--- config.mk ---
export PLATFORM = sky130hd
export DESIGN_NAME = mmap_decoder
export DESIGN_NICKNAME = d
export VERILOG_FILES = /design/src/rtl/mmap_pkg.sv /design/src/rtl/mctl_reg.sv /design/src/rtl/addr_xlate.sv /design/src/rtl/ce_decode.sv /design/src/rtl/mmap_decoder.sv
export SDC_FILE = /design/constraint.sdc
export NUM_CORES = 1
export LEC_CHECK = 0
export BUFFER_PORTS_ARGS = -buffer_cell sky130_fd_sc_hd__buf_2
export CAP_MARGIN = 10
export CORE_UTILIZATION = 45
export CTS_CLUSTER_SIZE = 40
export DETAILED_ROUTE_END_ITERATION = 7
export PLACE_DENSITY_LB_ADDON = 0.12
export SETUP_SLACK_MARGIN = 0.05
export SYNTH_ARGS = -nofsm -noshare
export SYNTH_HDL_FRONTEND = slang
export SYNTH_SLANG_ARGS = --single-unit
--- constraint.sdc ---
create_clock -name clk -period 3.24 [get_ports clk]
set_input_delay 0.486 -clock clk [delete_from_list [all_inputs] [get_ports clk]]
set_output_delay 0.486 -clock clk [all_outputs]
set_load 0.02 [all_outputs]
--- src/rtl/mmap_pkg.sv ---
package mmap_pkg;
    localparam int ADDR_W   = 16;
    localparam int BLK_W    = 13;
    localparam int GRAN_W   = 10;
    localparam int PFLD_W   = 5;
    localparam int RFLD_W   = 3;
    localparam int SFR_W    = 8;
    localparam int NUM_BLK  = 2 ** (ADDR_W - BLK_W);
    localparam int BIDX_W   = ADDR_W - BLK_W;
    localparam int XW       = ADDR_W + 1;
    localparam logic [SFR_W-1:0] MCTL_SFR = 8'hC6;

    typedef struct packed {
        logic [PFLD_W-1:0] part;
        logic [RFLD_W-1:0] range;
        logic              locked;
    } mctl_t;

    typedef struct packed {
        logic [NUM_BLK-1:0] ce;
        logic               wr;
        logic               exp;
        logic [ADDR_W-1:0]  raddr;
    } dec_t;
endpackage

--- src/rtl/mctl_reg.sv ---
module mctl_reg
    import mmap_pkg::*;
(
    input  logic              clk,
    input  logic              rst_n,
    input  logic              sfr_we,
    input  logic [SFR_W-1:0]  sfr_addr,
    input  logic [SFR_W-1:0]  sfr_wdata,
    output logic [PFLD_W-1:0] part,
    output logic [RFLD_W-1:0] range
);
    mctl_t cfg_d, cfg_q;

    always_comb begin
        cfg_d = cfg_q;
        if (sfr_we && sfr_addr == MCTL_SFR) begin
            cfg_d.part = sfr_wdata[PFLD_W-1:0];
            if (!cfg_q.locked) begin
                cfg_d.range  = sfr_wdata[PFLD_W +: RFLD_W];
                cfg_d.locked = 1'b1;
            end
        end
    end

    always_ff @(posedge clk) begin
        if (!rst_n) begin
            cfg_q.part   <= '1;
            cfg_q.range  <= '0;
            cfg_q.locked <= 1'b0;
        end else begin
            cfg_q <= cfg_d;
        end
    end

    assign part  = cfg_q.part;
    assign range = cfg_q.range;

    // once locked the range field never moves
    p_range_hold_r8: assert property (@(posedge clk) disable iff (!rst_n)
        cfg_q.locked |=> $stable(cfg_q.range));

    // writes to other SFR addresses leave the partition alone
    p_sfr_other_r7: assert property (@(posedge clk) disable iff (!rst_n)
        (sfr_we && sfr_addr != MCTL_SFR) |=> $stable(cfg_q.part));
endmodule

--- src/rtl/addr_xlate.sv ---
module addr_xlate
    import mmap_pkg::*;
(
    input  logic              fetch,
    input  logic [ADDR_W-1:0] addr,
    input  logic [PFLD_W-1:0] part,
    input  logic [RFLD_W-1:0] range,
    output logic              hit,
    output logic [ADDR_W-1:0] raddr
);
    logic [XW-1:0] bnd, lim, ext, tdat;

    always_comb begin
        bnd  = (XW'(part) + XW'(1)) << GRAN_W;
        lim  = (XW'(range) + XW'(1)) << BLK_W;
        ext  = XW'(addr);
        tdat = ext + bnd;
        if (fetch) begin
            hit   = (ext < bnd) && (ext < lim);
            raddr = hit ? addr : '0;
        end else begin
            hit   = tdat < lim;
            raddr = hit ? tdat[ADDR_W-1:0] : '0;
        end
    end
endmodule

--- src/rtl/ce_decode.sv ---
module ce_decode
    import mmap_pkg::*;
(
    input  logic              hit,
    input  logic [BIDX_W-1:0] blk,
    output logic [NUM_BLK-1:0] ce
);
    for (genvar i = 0; i < NUM_BLK; i++) begin : g_ce
        assign ce[i] = hit && (blk == BIDX_W'(i));
    end
endmodule

--- src/rtl/mmap_decoder.sv ---
module mmap_decoder
    import mmap_pkg::*;
(
    input  logic               clk,
    input  logic               rst_n,
    input  logic               acc_valid,
    input  logic               acc_fetch,
    input  logic               acc_wr,
    input  logic [ADDR_W-1:0]  acc_addr,
    input  logic               sfr_we,
    input  logic [SFR_W-1:0]   sfr_addr,
    input  logic [SFR_W-1:0]   sfr_wdata,
    output logic [NUM_BLK-1:0] bw_ce,
    output logic               bw_wr,
    output logic [ADDR_W-1:0]  bw_addr,
    output logic               exp_sel
);
    logic [PFLD_W-1:0]  part;
    logic [RFLD_W-1:0]  range;
    logic               hit;
    logic [ADDR_W-1:0]  raddr;
    logic [NUM_BLK-1:0] ce;
    dec_t out_d, out_q;

    mctl_reg u_mctl (
        .clk(clk), .rst_n(rst_n), .sfr_we(sfr_we), .sfr_addr(sfr_addr),
        .sfr_wdata(sfr_wdata), .part(part), .range(range)
    );

    addr_xlate u_xlate (
        .fetch(acc_fetch), .addr(acc_addr), .part(part), .range(range),
        .hit(hit), .raddr(raddr)
    );

    ce_decode u_ce (
        .hit(hit), .blk(raddr[ADDR_W-1:BLK_W]), .ce(ce)
    );

    always_comb begin
        out_d = '0;
        if (acc_valid) begin
            out_d.ce    = ce;
            out_d.raddr = raddr;
            out_d.exp   = !hit;
            out_d.wr    = hit && !acc_fetch && acc_wr;
        end
    end

    always_ff @(posedge clk) begin
        if (!rst_n) out_q <= '0;
        else        out_q <= out_d;
    end

    assign bw_ce   = out_q.ce;
    assign bw_wr   = out_q.wr;
    assign bw_addr = out_q.raddr;
    assign exp_sel = out_q.exp;

    p_ce_onehot_r6: assert property (@(posedge clk) disable iff (!rst_n)
        $onehot0(bw_ce));
    p_ce_exp_excl_r6: assert property (@(posedge clk) disable iff (!rst_n)
        !((|bw_ce) && exp_sel));
    p_no_fetch_wr_r5: assert property (@(posedge clk) disable iff (!rst_n)
        (acc_valid && acc_fetch) |=> !bw_wr);
    p_wr_in_ram_r5: assert property (@(posedge clk) disable iff (!rst_n)
        bw_wr |-> (|bw_ce));
    p_idle_r10: assert property (@(posedge clk) disable iff (!rst_n)
        !acc_valid |=> (bw_ce == '0 && !bw_wr && !exp_sel));
endmodule

==> results.cfg <==
[status]
result_of_the_run = finished clean

[synthesis]
top_post_synthesis_cells_by_area = dfxtp_1, ha_1, and2_1, mux2i_1, nor2_1
post-synth-top-area-cell = dfxtp_1
synth-main-ff-cell = dfxtp_1
synth_top_area_share = 0.384
ys_warn_count = 0
syn-instance-count = 188
synthesis.nets = 248
yosysSeqAreaShare = 0.384
yosys-top-cells-count = dfxtp_1, ha_1, nor2_1
synth_enable_flop_cells = 0
synthMostInstantiatedCell = dfxtp_1
syn_area_sq_um = 1820
yosys.cell_types.count = 48
synth.avg_cell_area_sq_um = 9.70
ys_async_sr_fraction = 0
synth_seq_cells = 35

[sta]
final_hold_viol_count = 0
final_min_period_over_clock_period = 0.945
timing.final.crit_period_ns = 3.06
max_freq_mhz = 326
rsz_0062_raised_after_global_routing = true
final.setup_skew_ns = 0.00795
max-slew-margin-rel = 0.619
fin_hold_ws_ns = 0.396
total_setup_violations_reported_at_the_end_of_the_flow = 0
slew_viol_final = 0
tightestPinTransition_ns = 0.564

[clock_network]
clock_sink_count = 35
ctsHoldBuffers = 0
clkLatencyLatePin_ns = 0.29
root_cell_of_the_clock_tree = clkbuf_8
h-tree-depth = 2
cts_buffer_depth = 2
clk_transition_reported_paths_ns = 0.08
cts_made_buffers = 5
cts_tree = yes

[power_and_ir_drop]
power-per-cell-area_nw_per_um2 = 374
clkPwrFrac = 0.410
cell_internal_pwr_mw = 0.726
power.share.switching = 0.241
share_seq_of_total_power = 0.457
combPwrFrac = 0.134
p_switching_mw = 0.230
max-vdd-ir-drop_v = 0.000184
power.leakage_nw = 1.22

[worst_hold_path]
min_delay_path_depth = 2
path_category_of_the_worst_min_delay_check = in -> reg
hp-start = acc_addr[7]
min_to = bw_addr[7]

[drt]
totalWireLength_um = 4110
antenna_viol_nets_final = 0
detail_route.wl_per_cell_um = 12.9
detailedRoute.firstIterationViolations = 56
drtPass1Iterations = 4
routed_via_density = 5.07
drc_errors = 0
vias = 1612

[global_routing]
grt_max_degree = 13
first_pass_grt_wire_length_um = 6530
grt_use_total = 0.202
first_global_vias = 1482
antenna_violations_before_repair = 0
grt.overflow.total = 0

[cells_and_area]
postLayoutCoreUtil = 0.678
nNetsFinal = 329
antenna_cells = 0
fillerInstances = 307
final_layout_size_suffix_gt1_frac = 0.437
area.growth.synth_to_final_pct = 40.2

[die]
ios = 64
die_width_um = 65.7
die_area_sq_um = 4310
rows = 22
start_util = 0.483
core_area_sq_um = 3770
chipHeight_um = 65.7

[worst_setup_path]
crit_path_cell_trace = ha_4 -> xor2_4 -> ha_4 -> nand3_1 -> a2111oi_2 -> a211oi_1 -> ha_1 -> o211ai_1 -> o31a_1 -> and2_4 -> or3_4 -> nor4b_4
path_buf_inv = 0
cpPeakStageDelay_ns = 0.37
critPathLaunchType = flip-flop
r2r_slack_ns = 0.18
critical-path-top-delay-family = simple AND/OR/NAND/NOR gates
r2r-start = u_mctl.part[0]
timing.critical_path.arrival_ns = 3.27
timing.reg2reg.worst_path_depth = 12
worst_path_most_repeated_cell = ha_4
path_max_fanout = 6
worstPathRequired_ns = 3.45
worstSetupPathType = reg -> reg
crit_slowest_cell = dfxtp_4
worstSetupPathDepth = 12
endpoint_of_the_most_critical_register_to_register_path = bw_ce[0]
crit_path_end_kind = flip-flop

[flow_run]
cap_violations = 0

[placement]
dp_hpwl_um = 3150
routabilityCongestion = 0.789
place.port_buffers = 63
## worst reg2reg max path, stage by stage (launching register included)
cell and delay, ns:
dfxtp_4 0.37, ha_4 0.19, xor2_4 0.16, ha_4 0.30
nand3_1 0.13, a2111oi_2 0.33, a211oi_1 0.13, ha_1 0.30
o211ai_1 0.08, o31a_1 0.26, and2_4 0.16, or3_4 0.36
nor4b_4 0.20
## cell families (layout without fill, tap and decap cells)
family | after synthesis | after routing | synth area share
simple gates | 69 | 69 | 0.232
compound gates | 35 | 35 | 0.132
flops | 35 | 35 | 0.384
fa+ha+maj | 22 | 22 | 0.155
buf+inv | 15 | 97 | 0.0357
xor+xnor | 7 | 7 | 0.0336
mux | 5 | 5 | 0.0275
## final cells by class
class,instances,area [sq um],area share
clock inverters,3,43.8,0.0171
well taps,48,60.1,0.0235
flip-flops and latches,35,714,0.280
inverters,12,45.0,0.0176
clock buffers,5,68.8,0.0269
multi-input cells,138,1200,0.471
repair buffers,77,420,0.165
## state kept, by name, summed over array words and instances (netlist names)
register and flops:
u_mctl.range 3, bw_addr 16, exp_sel 1, bw_wr 1, u_mctl.part 5, u_mctl.cfg_q 1
bw_ce 8
## routing by layer
metal | share of wire | vias to the layer above | track usage
met5 | 0 | - | 0
met4 | 0.0076 | 0 | 0.0842
met3 | 0.050 | 3 | 0.0434
met2 | 0.51 | 54 | 0.346
met1 | 0.43 | 736 | 0.240
li1 | - | 819 | -
## power groups by stage
stage | sequential [mW] | combinational [mW] | clock (mW)
after floorplan | 0.459 | 0.0586 | 0
after global placement | 0.449 | 0.119 | 0
after detailed placement | 0.449 | 0.121 | 0
after CTS | 0.438 | 0.125 | 0.402
after global routing | 0.437 | 0.141 | 0.424
final | 0.436 | 0.128 | 0.392
## worst max path at each step
stage	end	start	slack (ns)
after CTS	bw_ce[0]	u_mctl.part[1]	0.05
after global placement	bw_ce[0]	acc_addr[10]	-0.004
after floorplan	bw_ce[0]	u_mctl.part[1]	0.05
after global routing	bw_ce[6]	u_mctl.part[0]	0.02
after detailed placement	bw_ce[6]	acc_addr[10]	-0.07
final	bw_ce[0]	u_mctl.part[0]	0.18
## placed cells by master (no fill, tap or decap), types with 2 or more instances in the layout
cell / instances
a211oi_1: 2
a21boi_0: 4
a21oi_1: 5
a21oi_2: 3
a22oi_1: 3
and2_1: 11
and3_1: 2
buf_2: 63
buf_4: 14
clkbuf_8: 5
dfxtp_1: 30
dfxtp_2: 2
dfxtp_4: 3
ha_1: 15
ha_4: 5
inv_1: 10
inv_2: 2
mux2i_1: 5
nand2_1: 10
nand2b_1: 4
nand3_1: 5
nand3b_1: 2
nor2_1: 13
nor2b_1: 2
nor3_1: 4
nor3b_1: 2
nor3b_2: 2
o21ai_0: 8
xnor2_1: 3
## metrics by stage
step	worst slack, ns	power [mW]	TNS [ns]	cells	cell area (sq um)
6_report	0.177	0.956	0	318	2550
2_1_floorplan	0.0507	0.517	0	188	1860
3_5_place_dp	-0.0724	0.570	-0.164	308	2300
3_3_place_gp	-0.00402	0.568	-0.00402	308	2300
4_1_cts	0.0538	0.965	0	317	2450
5_1_grt	0.0217	1.00	0	318	2550
## what timing repair did
action	in CTS	in global routing
setup buffers	1	1
pin swaps	1	7
resized for setup	5	18
endpoints found under the hold margin	0	0
endpoints found under the setup margin	6	25
(Power assumes the default switching activity.)
